`src/rtl/lane_drive_pkg.sv`:
```
package lane_drive_pkg;

   // Layout of one training-set byte, for a field width of w bits
   function automatic int swing_lsb(input int w);
      return 0;
   endfunction

   function automatic int swing_flag_bit(input int w);
      return w;
   endfunction

   function automatic int emph_lsb(input int w);
      return w + 1;
   endfunction

   function automatic int emph_flag_bit(input int w);
      return 2 * w + 1;
   endfunction

   // Pick field idx of width w from a packed table
   function automatic logic [7:0] pick_field(input logic [31:0] tbl, input int idx, input int w);
      logic [31:0] sh;
      sh = tbl >> (idx * w);
      return sh[7:0] & 8'((1 << w) - 1);
   endfunction

endpackage

```
`src/rtl/ldm_lane_mask.sv`:
```
module ldm_lane_mask #(
   parameter int LANES = 4,
   parameter int CNT_W = $clog2(LANES + 1)
) (
   input  logic [CNT_W-1:0] lane_cnt,
   output logic [LANES-1:0] active
);
   logic legal;

   always_comb begin
      legal = (lane_cnt != '0) &&
              ((lane_cnt & (lane_cnt - CNT_W'(1))) == '0) &&
              (lane_cnt <= CNT_W'(LANES));
   end

   for (genvar i = 0; i < LANES; i++) begin : g_lane
      assign active[i] = legal ? (CNT_W'(i) < lane_cnt) : 1'b1;
   end

   // lane 0 always takes part
   always_comb begin
      assert_lane0_active_R10: assert (active[0] === 1'b1 || $isunknown(lane_cnt));
   end
endmodule

```
`src/rtl/ldm_max_reduce.sv`:
```
module ldm_max_reduce #(
   parameter int LANES = 4,
   parameter int W     = 2
) (
   input  logic [LANES*W-1:0] req,
   input  logic [LANES-1:0]   active,
   output logic [W-1:0]       max_o
);
   logic [W-1:0] chain [LANES+1];

   assign chain[0] = '0;

   for (genvar i = 0; i < LANES; i++) begin : g_step
      logic [W-1:0] lane_v;
      assign lane_v = active[i] ? req[i*W +: W] : '0;
      assign chain[i+1] = (lane_v > chain[i]) ? lane_v : chain[i];
   end

   assign max_o = chain[LANES];
endmodule

```
`src/rtl/ldm_clamp.sv`:
```
module ldm_clamp #(
   parameter int W     = 2,
   parameter int NLVL  = 1 << W
) (
   input  logic [W-1:0]      swing_in,
   input  logic [W-1:0]      emph_in,
   input  logic [W-1:0]      swing_cap,
   input  logic [NLVL*W-1:0] ceil_tbl,
   output logic [W-1:0]      swing_o,
   output logic              swing_hit,
   output logic [W-1:0]      emph_o,
   output logic              emph_hit
);
   logic [W-1:0] ceil_sel;

   always_comb begin
      swing_hit = (swing_in >= swing_cap);
      swing_o   = swing_hit ? swing_cap : swing_in;
      // ceiling indexed by the clamped swing
      ceil_sel  = ceil_tbl[swing_o*W +: W];
      emph_hit  = (emph_in >= ceil_sel);
      emph_o    = emph_hit ? ceil_sel : emph_in;
   end
endmodule

```
`src/rtl/lane_drive_merge.sv`:
```
module lane_drive_merge #(
   parameter int LANES = 4,
   parameter int W     = 2,
   localparam int NLVL  = 1 << W,
   localparam int CNT_W = $clog2(LANES + 1),
   localparam int BYTE  = 8
) (
   input  logic                  clk,
   input  logic                  rst_n,
   input  logic                  start,
   input  logic [CNT_W-1:0]      lane_cnt,
   input  logic [LANES*W-1:0]    swing_req,
   input  logic [LANES*W-1:0]    emph_req,
   input  logic [W-1:0]          swing_cap,
   input  logic [NLVL*W-1:0]     emph_ceil_tbl,
   output logic [LANES*BYTE-1:0] train_set,
   output logic                  done
);
   import lane_drive_pkg::*;

   localparam int PAD = BYTE - 2 * W - 2;

   if (PAD < 0) begin : g_bad_width
      $error("lane_drive_merge: W too large for an 8-bit training byte");
   end
   if (LANES < 1) begin : g_bad_lanes
      $error("lane_drive_merge: LANES must be at least 1");
   end

   logic [LANES-1:0] active;
   logic [W-1:0]     swing_max, emph_max;
   logic [W-1:0]     swing_f, emph_f;
   logic             swing_hit, emph_hit;
   logic [BYTE-1:0]  byte_d;
   logic [LANES*BYTE-1:0] train_q;
   logic             done_q;

   ldm_lane_mask #(.LANES(LANES), .CNT_W(CNT_W)) u_mask (
      .lane_cnt (lane_cnt),
      .active   (active)
   );

   ldm_max_reduce #(.LANES(LANES), .W(W)) u_swing_max (
      .req    (swing_req),
      .active (active),
      .max_o  (swing_max)
   );

   ldm_max_reduce #(.LANES(LANES), .W(W)) u_emph_max (
      .req    (emph_req),
      .active (active),
      .max_o  (emph_max)
   );

   ldm_clamp #(.W(W), .NLVL(NLVL)) u_clamp (
      .swing_in  (swing_max),
      .emph_in   (emph_max),
      .swing_cap (swing_cap),
      .ceil_tbl  (emph_ceil_tbl),
      .swing_o   (swing_f),
      .swing_hit (swing_hit),
      .emph_o    (emph_f),
      .emph_hit  (emph_hit)
   );

   if (PAD > 0) begin : g_pad
      assign byte_d = {{PAD{1'b0}}, emph_hit, emph_f, swing_hit, swing_f};
   end else begin : g_nopad
      assign byte_d = {emph_hit, emph_f, swing_hit, swing_f};
   end

   always_ff @(posedge clk or negedge rst_n) begin
      if (!rst_n) begin
         train_q <= '0;
         done_q  <= 1'b0;
      end else begin
         done_q <= start;
         if (start) begin
            train_q <= {LANES{byte_d}};
         end
      end
   end

   assign train_set = train_q;
   assign done      = done_q;

   // done follows start by one cycle
   assert_done_follows_start_R9: assert property (@(posedge clk) disable iff (!rst_n)
      done == $past(start));

   // result holds without start
   assert_hold_without_start_R9: assert property (@(posedge clk) disable iff (!rst_n)
      !$past(start) |-> $stable(train_set));

   // swing never exceeds the cap seen at capture
   assert_swing_capped_R4: assert property (@(posedge clk) disable iff (!rst_n)
      done |-> (train_set[W-1:0] <= $past(swing_cap)));

   // flag means swing equals cap
   assert_swing_flag_R4: assert property (@(posedge clk) disable iff (!rst_n)
      (done && train_set[swing_flag_bit(W)]) |-> (train_set[W-1:0] == $past(swing_cap)));

   // pre-emphasis never above ceiling at the final swing
   assert_emph_capped_R6: assert property (@(posedge clk) disable iff (!rst_n)
      done |-> (8'(train_set[emph_lsb(W) +: W]) <=
                pick_field(32'($past(emph_ceil_tbl)), int'(train_set[W-1:0]), W)));

   // unused bits are zero
   assert_pad_zero_R8: assert property (@(posedge clk) disable iff (!rst_n)
      (train_set[BYTE-1:2*W+2] == '0));

   // every byte equals byte 0
   for (genvar l = 1; l < LANES; l++) begin : g_same
      assert_bytes_equal_R7: assert property (@(posedge clk) disable iff (!rst_n)
         train_set[l*BYTE +: BYTE] == train_set[BYTE-1:0]);
   end
endmodule

```
`config.mk`:
```
export PLATFORM = sky130hd
export DESIGN_NAME = lane_drive_merge
export DESIGN_NICKNAME = d
export VERILOG_FILES = /design/src/rtl/lane_drive_pkg.sv /design/src/rtl/ldm_lane_mask.sv /design/src/rtl/ldm_max_reduce.sv /design/src/rtl/ldm_clamp.sv /design/src/rtl/lane_drive_merge.sv
export SDC_FILE = /design/constraint.sdc
export NUM_CORES = 1
export LEC_CHECK = 0
export BUFFER_PORTS_ARGS = -buffer_cell sky130_fd_sc_hd__buf_2
export CORE_MARGIN = 3
export CORE_UTILIZATION = 50
export DETAILED_ROUTE_END_ITERATION = 8
export HOLD_SLACK_MARGIN = 0.08
export PLACE_DENSITY = 0.86
export RECOVER_POWER = 50
export SETUP_SLACK_MARGIN = 0.5
export SYNTH_ARGS = -nofsm -noshare
export SYNTH_HDL_FRONTEND = slang
export SYNTH_SLANG_ARGS = --single-unit
```
`constraint.sdc`:
```
create_clock -name clk -period 1.6 [get_ports clk]
set_input_delay 0.24 -clock clk [delete_from_list [all_inputs] [get_ports clk]]
set_output_delay 0.24 -clock clk [all_outputs]
set_load 0.02 [all_outputs]
```
# Yosys cells after proc, flatten, opt, wreduce, memory -nomap -nowiden
# Index checks and enable logic that the tools add are counted.
[classes]
n_addsub = 1
magnitude_cmp = 15
shifts = 1
n_mux = 22
bitwise_logic = 1
reduce_logical = 4
[ops]
columns = ["operator", "count"]
rows = [
  ["2-to-1 mux 2 bit", 18],
  ["> comparator 2 bit", 6],
  ["variable part select 8 x 4 -> 2 bit", 1],
  ["< comparator 1 x 3 -> 1 bit (first input constant)", 2],
  ["< comparator 2 x 3 -> 1 bit (first input constant)", 2],
  ["greater-or-equal comparator 2 bit", 2],
  ["> comparator 2 x 1 -> 1 bit (second input constant)", 2],
  ["2-to-1 mux 1 bit", 4],
  ["bitwise AND 3 bit", 1],
  ["less-or-equal comparator 3 bit (second input constant)", 1],
  ["zero test 3 bit", 1],
  ["nonzero test 3 bit", 1],
  ["subtractor 3 x 1 -> 3 bit (second input constant)", 1],
  ["logical AND 1 bit", 2],
]
[word_totals]
register_bits = 25
inputBits = 32
word_cells = 46

# Longest topological paths before layout
# Gate-level depths: netlist (run 1).
[logic_depth]
depth_word = 20
depth_mapped = 29
depth_no_buf = 28

# By module
# Synthesis (run 1) repeated with hierarchy kept, for this count alone.
[hier_totals]
hier_cells = 130
hier_area_um2 = 1193.6
[modules_own_cells]
columns = ["module", "instances", "cells_per_inst", "area_each_um2"]
rows = [
  ["lane_drive_merge", 1, 41, 475.5],
  ["ldm_max_reduce", 2, 31, 235.2],
  ["ldm_clamp", 1, 20, 207.7],
  ["ldm_lane_mask", 1, 7, 40.0],
]

# Worst setup path before layout (run 1)
# No wires, ideal clock.
[synth_timing]
kind = "input port to flip-flop"
start = "input lane_cnt[2]"
end = "register train_q[27] (netlist: train_set[27])"
setup_time_ns = 0.126
t_arrival_ns = 5.612
t_required_ns = 1.474
setup_slack_ns = -4.138
stages = 27
n_path_buf = 1
cell_sequence = "or3b_1 -> buf_6 -> nand2_1 -> ha_1 -> nand2b_1 -> o2111a_4 -> a21o_1 -> ha_1 -> nor2b_1 -> or2_2 -> o22ai_4 -> inv_1 -> ha_1 -> inv_1 -> o22ai_1 -> mux2_2 -> ha_1 -> nand2b_1 -> a21oi_1 -> nor2_1 -> a211oi_2 -> mux4_2 -> ha_1 -> a21oi_1 -> nor2_1 -> nor2_1 -> a221o_1"
[synth_via]
elab_chain_len = 20
elab_cells_between_ends = 44
cone_classes = "add/sub: 1; order compare: 15; shift: 1; mux: 22; bitwise: 1; reduce/logical: 4"
[synth_lines]
columns = ["element", "line_no", "rtl"]
rows = [
  ["start, declared", "lane_drive_merge.sv:11", "input logic [CNT_W-1:0] lane_cnt,"],
  ["subtractor 3 x 1 -> 3 bit", "ldm_lane_mask.sv:12", "((lane_cnt & (lane_cnt - CNT_W'(1))) == '0) &&"],
  ["bitwise AND 3 bit", "ldm_lane_mask.sv:12", ""],
  ["zero test 3 bit", "ldm_lane_mask.sv:12", ""],
  ["logical AND 1 bit", "ldm_lane_mask.sv:11", "legal = (lane_cnt != '0) &&"],
  ["logical AND 1 bit", "ldm_lane_mask.sv:12", ""],
  ["2-to-1 mux 1 bit", "ldm_lane_mask.sv:17", "assign active[i] = legal ? (CNT_W'(i) < lane_cnt) : 1'b1;"],
  ["2-to-1 mux 2 bit", "ldm_max_reduce.sv:15", "assign lane_v = active[i] ? req[i*W +: W] : '0;"],
  ["> comparator 2 x 1 -> 1 bit", "ldm_max_reduce.sv:16", "assign chain[i+1] = (lane_v > chain[i]) ? lane_v : chain[i];"],
  ["[... 4 more ...]", "-", ""],
  ["2-to-1 mux 2 bit", "ldm_max_reduce.sv:16", ""],
  ["> comparator 2 bit", "ldm_max_reduce.sv:16", ""],
  ["2-to-1 mux 2 bit", "ldm_max_reduce.sv:16", ""],
  ["greater-or-equal comparator 2 bit", "ldm_clamp.sv:17", "swing_hit = (swing_in >= swing_cap);"],
  ["2-to-1 mux 2 bit", "ldm_clamp.sv:18", "swing_o = swing_hit ? swing_cap : swing_in;"],
  ["variable part select 8 x 4 -> 2 bit", "ldm_clamp.sv:20", "ceil_sel = ceil_tbl[swing_o*W +: W];"],
  ["greater-or-equal comparator 2 bit", "ldm_clamp.sv:21", "emph_hit = (emph_in >= ceil_sel);"],
  ["2-to-1 mux 2 bit (*)", "ldm_clamp.sv:22", "emph_o = emph_hit ? ceil_sel : emph_in;"],
  ["end signal, assigned", "lane_drive_merge.sv:79", "train_q <= {LANES{byte_d}};"],
  ["end, declared", "lane_drive_merge.sv:35", "logic [LANES*BYTE-1:0] train_q;"],
]
# Mark *: on every way between the ends. The rest lies on a longest branch, timed or not.
# A chain may end at the register's enable or synchronous reset.

# Final worst setup path (run 1)
# Ends and elaborated chain as after synthesis.

==> results of run 1 <==
-- cell usage after synthesis (2+ instances only) --
library cell	instances
a211oi_2	2
o21ba_2	3
dfrtp_1	7
o221ai_1	2
a21o_1	3
nand3b_1	2
nor2_1	11
or2_2	2
nand2_1	13
a21oi_1	4
o21ai_0	6
ha_1	24
o22ai_1	2
clkbuf_1	4
nand2b_1	5
buf_4	26
nor2b_1	2
mux2i_1	3
inv_1	18
mux2_2	4
a211oi_1	2
-- worst max path at each step --
stage                 from                         to  slack [ns]  depth (start not counted)
5_1_grt        lane_cnt[2]  train_set[27]$_DFFE_PN0P_       -3.83                         27
4_1_cts        lane_cnt[2]  train_set[27]$_DFFE_PN0P_       -3.64                         27
6_report       lane_cnt[2]  train_set[27]$_DFFE_PN0P_       -3.67                         27
3_3_place_gp   lane_cnt[1]  train_set[27]$_DFFE_PN0P_       -3.95                         27
2_1_floorplan  lane_cnt[1]  train_set[27]$_DFFE_PN0P_       -3.84                         27
3_5_place_dp   lane_cnt[1]  train_set[27]$_DFFE_PN0P_       -4.04                         27
-- power by group through the flow --
stage	Clock, mW	Combinational [mW]	Sequential (mW)
CTS	0.165	1.15	0.253
floorplan	0	0.809	0.304
detailed placement	0	1.08	0.257
global route	0.187	1.41	0.287
global placement	0	1.05	0.251
finish	0.175	1.32	0.279
-- layout make-up --
| type | instances | area [um2] | area share |
|---|---|---|---|
| sequential | 7 | 177.7 | 0.08348 |
| timing repair buffer | 99 | 700.7 | 0.3292 |
| multi-input combinational | 112 | 1115 | 0.5238 |
| tap | 30 | 37.54 | 0.01764 |
| inverter | 19 | 71.32 | 0.03351 |
| clock buffer | 4 | 26.28 | 0.01235 |
-- repair_timing --
action,4_1_cts,5_1_grt
pin swaps,11,4
buffers inserted,3,4
gates resized for setup,17,48
setup endpoints to repair,6,28
endpoints found under the hold margin,7,0
hold buffers,1,0
gates cloned,0,0
-- worst register-to-register path, stage by stage, from the launching register on --
cell and delay [ns]:
dfrtp_1 0.47, buf_4 0.17, mux2_4 0.26
-- logic make-up after synthesis --
kind of cell | count (synthesis) | synth area share
xor gates and xnor gates | 1 | 0.006556
muxes | 8 | 0.07303
adders and majority gates | 24 | 0.2247
AOI/OAI and AO/OA | 33 | 0.2041
and+or+nand+nor | 38 | 0.1386
buffers and inverters | 50 | 0.2191
DFF | 7 | 0.1311
other | 1 | 0.002806
-- layer usage --
metal | routed length (um) | vias to the layer above | GRT usage
met5 | 0 | - | 0
met4 | 89 | 0 | 0.08940
met3 | 280 | 7 | 0.02450
met2 | 2118 | 59 | 0.4113
met1 | 1366 | 632 | 0.1970
li1 | - | 676 | -
-- through the flow --
| stage | hold slack, ns | utilization | instances | area (um2) |
|---|---|---|---|---|
| floorplan | -0.05559 | - | 169 | 1470 |
| global placement | 0.07573 | 0.7317 | 259 | 1829 |
| detailed placement | 0.08123 | 0.7317 | 259 | 1829 |
| CTS | 0.2041 | 0.7863 | 267 | 1966 |
| global route | 0.3126 | 0.8514 | 271 | 2128 |
| finish | 0.2914 | 0.8514 | 271 | 2128 |
-- flip-flops by register name (all words and copies together) (netlist names) --
register and flops:
train_set 6, done 1
==> impl_results.md, run 1 <==
- Row cnt: 18
- Most common cell after layout, fill and taps aside: buf_4
- Final WS setup: -3.674 ns
- Initial Util: 0.5345
- Distinct cell type count of the synthesized netlist: 38
- Final Power: 1.775 mW
- RD Place Congestion: 0.7686
- Critical path startpoint category: primary input
- Power Density: 834.0 nW/um2
- Post-synth ARST share: 1.000
- Setup violations, final: 6
- WL/cell: 14.22 um
- RSZ-0062 raised after global routing: yes
- Flop-to-flop setup slack: 0.58 ns
- CP delay by family, top: compound AO/OA/AOI/OAI gates
- Initial DRC Count: 28
- Clock power share: 0.099
- Mapped Avg Cell Area: 8.249 um2
- Sequential share of the synthesized area: 0.1311
- Synth-to-layout area growth: 59.27%
- Vias post-DR: 1374
- Fmax achieved: 189.6 MHz
- Critical R2R Launch: train_set[25]$_DFFE_PN0P_
- Total Nets Final: 298
- Register bit total from synthesis: 7
- Number of global-route vias before repair: 1335
- TritonCTS clock tree: done
- Pre-CTS setup slack: -4.042 ns
- Most frequent cells in the layout: 42 x buf_4, 30 x buf_2, 17 x buf_6
- Status: finished, violations left
- Failing checks: negative setup slack
- Critical path arrival: 5.42 ns
- Max VDD drop: 0.0009019 V
- Root Driver: clkbuf_4
- Worst-case reg-to-reg path depth: 2
- DRT antenna net count: 0
- Internal power: 0.9790 mW
- Clock Latency Late Sink: 0.26 ns
- Largest net degree at the start of global routing: 9
- CP bufs+invs: 3
- Switching Share: 0.4485
- Max FO, Critical Path: 4
- Count of input and output buffers: 56
- Path type of the worst min-delay path: in -> reg
- CP most frequent cell: ha_4
- Drt drc: 0
- Flop pwr share: 0.157
- Num CTS Buffers: 3
- Pleak: 1.107 nW
- Global-route wire length before repair: 5326 um
- CTS sink count: 7
- Worst-margin pin slew: 0.5375 ns
- I/O pins: 65
- Overflow after GRT: 0
- Worst Setup End Kind: register
- Htree depth: 1
- Hold path endpoint: done$_DFF_PN0_
- Clk pin slew, worst setup/hold paths: 0.06 ns
- Min Tclk post-route: 5.274 ns
- Top cells by area, synth: ha_1 22%, buf_4 15%, dfrtp_1 13%, inv_1 5.1%, nand2_1 3.7%
- Synth area leader: ha_1
- CP peak stage delay: 0.59 ns
- Fill count: 135
- Core Footprint: 2500 um2
- CP required: 1.74 ns
- Hold wc startpoint: start
- Layout cells sized above 1: 0.5726
- Die area: 3329 um2
- Setup_tns: -15.43 ns
- Maximum root-to-sink buffer count: 2
- Post-Route WL: 3853 um
- Final Hold Violating Endpoints: 0
- Mean number of vias per cell: 5.070
- Inserted Diodes: 0
- Overall Global Routing Usage: 0.2018
- Dpl hpwl: 2670 um
- Cell area after synthesis: 1336 um2
- Number of flops mapped to enable cells by yosys: 0
- FF-to-FF End: train_set[25]$_DFFE_PN0P_
- Pins Over Slew Limit: 0
- Top_reg_cell synth: dfrtp_1
- Max_slew headroom: 0.6379
- Comb power frac: 0.744
- Mapped Cells: 162
- Die Span X: 57.70 um
- Clk_skew: 0 ns
- WS Path Type: in -> reg
- # Max-Cap Violations: 0
- Die H: 57.70 um
- Detailed Routing Iterations Pass 1: 4
- Final period util: 3.296
- NetSw: 0.7961 mW
- Yosys top cell area share: 0.2247
- WHS Path Cells: 1
- Initial antenna violation count: 0
- CP max stage cell: mux4_2
- Synth warn: 0
No activity file was read; power rests on OpenSTA's default activity.
==> run 2, diff against run 1 <==
CORE_ASPECT_RATIO = 0.75   (was not set)
==> impl_results.md, run 2 (same netlist as run 1, synthesis figures left out) <==
- Die Span X: 65.70 um
- Core Footprint: 2421 um2
- Die H: 50.77 um
- Setup violations, final: 6
- Total Nets Final: 297
- Fmax achieved: 176.5 MHz
- Final Core Density: 0.9039
- Max VDD drop: 0.0003833 V
- Crit path depth: 27
- TritonCTS clock tree: done
- Failing checks: negative setup slack
- CP bufs+invs: 3
- Inserted Diodes: 0
- Dpl hpwl: 2999 um
- CP required: 1.73 ns
- Worst-case reg-to-reg path depth: 1
- Hold wc startpoint: start
- Pleak: 1.132 nW
- Row cnt: 15
- CTS sink count: 7
- Hold path endpoint: done$_DFF_PN0_
- # Max-Cap Violations: 0
- Path type of the worst min-delay path: in -> reg
- Final period util: 3.542
- Number of global-route vias before repair: 1380
- CP most frequent cell: ha_4
- Root Driver: clkbuf_4
- Status: finished, violations left
- Drt drc: 0
- Critical path startpoint category: primary input
- Overflow after GRT: 0
- DRT antenna net count: 0
- WS Path Type: in -> reg
- Flop-to-flop setup slack: 0.69 ns
- Synth-to-layout area growth: 63.76%
- Overall Global Routing Usage: 0.2438
- Detailed Routing Iterations Pass 1: 4
- Initial DRC Count: 108
- Power Density: 910.1 nW/um2
- Critical path arrival: 5.80 ns
- WHS Path Cells: 1
- Critical R2R Launch: train_set[27]$_DFFE_PN0P_
- Min Tclk post-route: 5.667 ns
- Most common cell after layout, fill and taps aside: buf_4
- RD Place Congestion: 0.8814
- Worst Setup End Kind: register
- Max reg flops: 6
- Max FO, Critical Path: 4
- Most frequent cells in the layout: 41 x buf_4, 36 x buf_2, 20 x buf_6
- Global-route wire length before repair: 6279 um
- Clock Latency Late Sink: 0.25 ns
- CP delay by family, top: simple AND/OR/NAND/NOR gates
- Placed cell area: 1812 um2
- Die area: 3335 um2
- Largest Register: train_set
- Count of input and output buffers: 56
- Layout cells sized above 1: 0.6250
- WL/cell: 21.78 um
- Vias post-DR: 1652
- Max_slew headroom: 0.5068
- CP max stage cell: mux4_2
- Mean number of vias per cell: 6.029
- RSZ-0062 raised after global routing: yes
- I/O pins: 65
- Post-Route WL: 5967 um
- Final Hold Violating Endpoints: 0
- Num CTS Buffers: 3
- Largest net degree at the start of global routing: 9
- Worst-margin pin slew: 0.7321 ns
- Clk_skew: 0 ns
- Initial Util: 0.5519
- Pins Over Slew Limit: 0
- CP peak stage delay: 0.60 ns
- Initial antenna violation count: 0
- Finished Cell Area: 2188 um2
- Maximum root-to-sink buffer count: 2
- Final WS setup: -4.067 ns
- FF-to-FF End: train_set[27]$_DFFE_PN0P_
- Clk pin slew, worst setup/hold paths: 0.05 ns
- Htree depth: 1
==> run 2: changes by cell type in the layout (fill, tap and decap cells not counted), sizes merged <==
| cell | delta |
|---|---|
| clkbuf | -9 |
| buf | +8 |
==> run 2: worst max-delay path by stage <==
stage,startpoint,endpoint,slack (ns)
finish,lane_cnt[2],train_set[27]$_DFFE_PN0P_,-4.07
global route,lane_cnt[2],train_set[27]$_DFFE_PN0P_,-4.14
CTS,lane_cnt[1],train_set[27]$_DFFE_PN0P_,-3.69
detailed placement,lane_cnt[1],train_set[27]$_DFFE_PN0P_,-4.09
global placement,lane_cnt[1],train_set[27]$_DFFE_PN0P_,-3.92
floorplan,lane_cnt[1],train_set[27]$_DFFE_PN0P_,-3.84
==> run 2: layout make-up <==
cell class,instances,area (um2)
flip-flops and latches,7,178.9
multi-input cells,112,1144
well taps,34,42.54
inverters,19,73.82
fillers,92,232.7
repair buffers,98,723.2
clock buffers,4,26.28
==> run 2: where the power goes <==
part | internal [mW] | switching (mW) | total [mW]
Sequential | 0.217 | 0.0651 | 0.283
Clock | 0.0953 | 0.0667 | 0.162
Combinational | 0.758 | 0.789 | 1.55
==> run 2: repair_timing <==
item / in CTS / in global routing
pin swaps: 2 / 19
hold buffers: 1 / 0
gates cloned: 0 / 0
endpoints found under the setup margin: 6 / 27
setup buffers: 1 / 8
resized for setup: 15 / 57
hold endpoints to repair: 7 / 0
==> run 2: through the flow <==
| step | TNS (ns) | total power, mW | instances | hold WS, ns | worst slack [ns] |
|---|---|---|---|---|---|
| 2_1_floorplan | -16.06 | 1.112 | 169 | -0.05559 | -3.845 |
| 3_3_place_gp | -17.04 | 1.305 | 260 | 0.07065 | -3.922 |
| 6_report | -17.32 | 1.992 | 274 | 0.2103 | -4.067 |
| 3_5_place_dp | -17.82 | 1.378 | 260 | 0.07476 | -4.091 |
| 4_1_cts | -15.72 | 1.601 | 266 | 0.1972 | -3.692 |
| 5_1_grt | -17.67 | 2.063 | 274 | 0.2073 | -4.137 |
==> run 2: per-layer routing <==
layer / part of all wire / track usage / vias up
met4: 0.091 / 0.1310 / 0
li1: - / - / 673
met5: 0 / 0 / -
met2: 0.52 / 0.4775 / 141
met1: 0.32 / 0.2530 / 778
met3: 0.075 / 0.01790 / 60
==> run 3, diff against run 2 <==
CELL_PAD_IN_SITES_DETAIL_PLACEMENT = 1   (was not set)
CELL_PAD_IN_SITES_GLOBAL_PLACEMENT = 2   (was not set)
CORE_UTILIZATION = 27   (was 50)
PLACE_DENSITY = not set   (was 0.86)
PLACE_DENSITY_LB_ADDON = 0.1   (was not set)
==> impl_results.md, run 3 (same netlist as run 1, synthesis figures left out) <==
- Pleak: 1.114 nW
- Min Tclk post-route: 5.265 ns
- # Max-Cap Violations: 0
- Mean number of vias per cell: 4.462
- Area occupied by multi-input gates: 1119 um2
- Fin Hold WS: 0.2397 ns
- Fmax achieved: 189.9 MHz
- Final Hold Violating Endpoints: 0
- Largest net degree at the start of global routing: 9
- Critical path arrival: 5.38 ns
- Status: finished, violations left
- Largest Register: train_set
- Inserted Diodes: 0
- Detailed Routing Iterations Pass 1: 2
- Overall Global Routing Usage: 0.1354
- Number of global-route vias before repair: 1428
- Path type of the worst min-delay path: in -> reg
- Drt drc: 0
- CTS sink count: 7
- Count of input and output buffers: 56
- Root Driver: clkbuf_8
- Row cnt: 21
- CP required: 1.71 ns
- Cells after DPL: 288
- Worst-case reg-to-reg path depth: 1
- Final WS setup: -3.665 ns
- RSZ-0062 raised after global routing: yes
- I/O pins: 65
- Layout cells sized above 1: 0.5813
- Worst Setup End Kind: register
- WHS Path Cells: 1
- Max VDD drop: 0.0006578 V
- RD Place Congestion: 0.8308
- Overflow after GRT: 0
- Initial DRC Count: 19
- Max reg flops: 6
- Most common cell after layout, fill and taps aside: buf_4
- Final Core Density: 0.4646
- Clk pin slew, worst setup/hold paths: 0.04 ns
- Final period util: 3.290
- Htree depth: 1
- Total Nets Final: 303
- WS Path Type: in -> reg
- Dpl hpwl: 3372 um
- Global-route wire length before repair: 6354 um
- Maximum root-to-sink buffer count: 2
- Initial antenna violation count: 0
- Register area: 176.4 um2
- Final Non-Filler Cells: 303
- Power Density: 842.4 nW/um2
- Synth-to-layout area growth: 60.77%
- Final Power: 1.810 mW
- Max FO, Critical Path: 4
- Core Footprint: 4624 um2
- Failing checks: negative setup slack
- Most frequent cells in the layout: 48 x buf_4, 41 x buf_2, 15 x inv_1, 15 x ha_1, 10 x clkbuf_1
- Fill count: 566
- Die Span X: 87.24 um
- Clock Latency Late Sink: 0.23 ns
- TritonCTS clock tree: done
- Die area: 5838 um2
- Initial Util: 0.2890
- Pins Over Slew Limit: 0
- Clk_skew: 0 ns
- Critical path startpoint category: primary input
- Num CTS Buffers: 3
- Die H: 66.93 um
- Setup violations, final: 6
- DRT antenna net count: 0
- Vias post-DR: 1352
- WL/cell: 12.97 um
- Post-Route WL: 3931 um
[run 3: stage by stage]
stage	setup TNS (ns)	worst slack [ns]	area, um2
3_3_place_gp	-17.28	-3.974	1878
6_report	-15.99	-3.665	2148
3_5_place_dp	-18.38	-4.181	1878
2_1_floorplan	-16.06	-3.845	1470
5_1_grt	-16.96	-3.883	2148
4_1_cts	-16.35	-3.764	2066
[run 3: worst max-delay path, cell delays in order]
cell      delay, ns
buf_6          0.09
or3b_4         0.42
nand2_4        0.10
ha_4           0.21
nand2b_4       0.14
o2111a_4       0.16
a21o_1         0.18
ha_4           0.16
o21ba_4        0.19
or2_4          0.25
o22ai_4        0.15
inv_1          0.06
ha_1           0.29
inv_2          0.04
o22ai_4        0.15
mux2_4         0.33
ha_4           0.26
nand2b_4       0.12
a21oi_4        0.06
and2_4         0.16
a211oi_4       0.23
mux4_2         0.59
ha_4           0.29
a21oi_2        0.03
nor2_2         0.11
nor2_2         0.05
a221o_1        0.28
[run 3: layout make-up]
| type | instances | share of cell area |
|---|---|---|
| well taps | 57 | 0.03320 |
| repair buffers | 104 | 0.3098 |
| clock buffers | 4 | 0.02097 |
| multi-input cells | 112 | 0.5207 |
| flip-flops and latches | 7 | 0.08212 |
| inverters | 19 | 0.03320 |
[run 3: final timing paths]
check | start | to | slack (ns)
max in group asynchronous | rst_n | train_set[24]$_DFFE_PN0P_ | 0.88
max reg2reg | train_set[27]$_DFFE_PN0P_ | train_set[27]$_DFFE_PN0P_ | 0.74
max | lane_cnt[2] | train_set[27]$_DFFE_PN0P_ | -3.66
min | start | done$_DFF_PN0_ | 0.24
min in group asynchronous | rst_n | train_set[25]$_DFFE_PN0P_ | 0.43
min reg2reg | train_set[21]$_DFFE_PN0P_ | train_set[21]$_DFFE_PN0P_ | 0.55
[run 3: where the power goes]
| group | internal, mW | total (mW) | switching [mW] |
|---|---|---|---|
| Sequential | 0.217 | 0.259 | 0.0420 |
| Clock | 0.172 | 0.249 | 0.0769 |
| Combinational | 0.641 | 1.30 | 0.661 |
[run 3: layer usage]
metal / routed length [um] / GRT usage
met4: 27 / 0.04789
met1: 1713 / 0.1681
met2: 2018 / 0.2500
met3: 172 / 0.003708
met5: 0 / 0
[run 3: what timing repair did]
action | in CTS | in global routing
gates resized for setup | 20 | 16
hold buffers | 1 | 0
endpoints found under the hold margin | 7 | 0
buffers inserted | 6 | 4
pin swaps | 10 | 3
endpoints found under the setup margin | 6 | 12
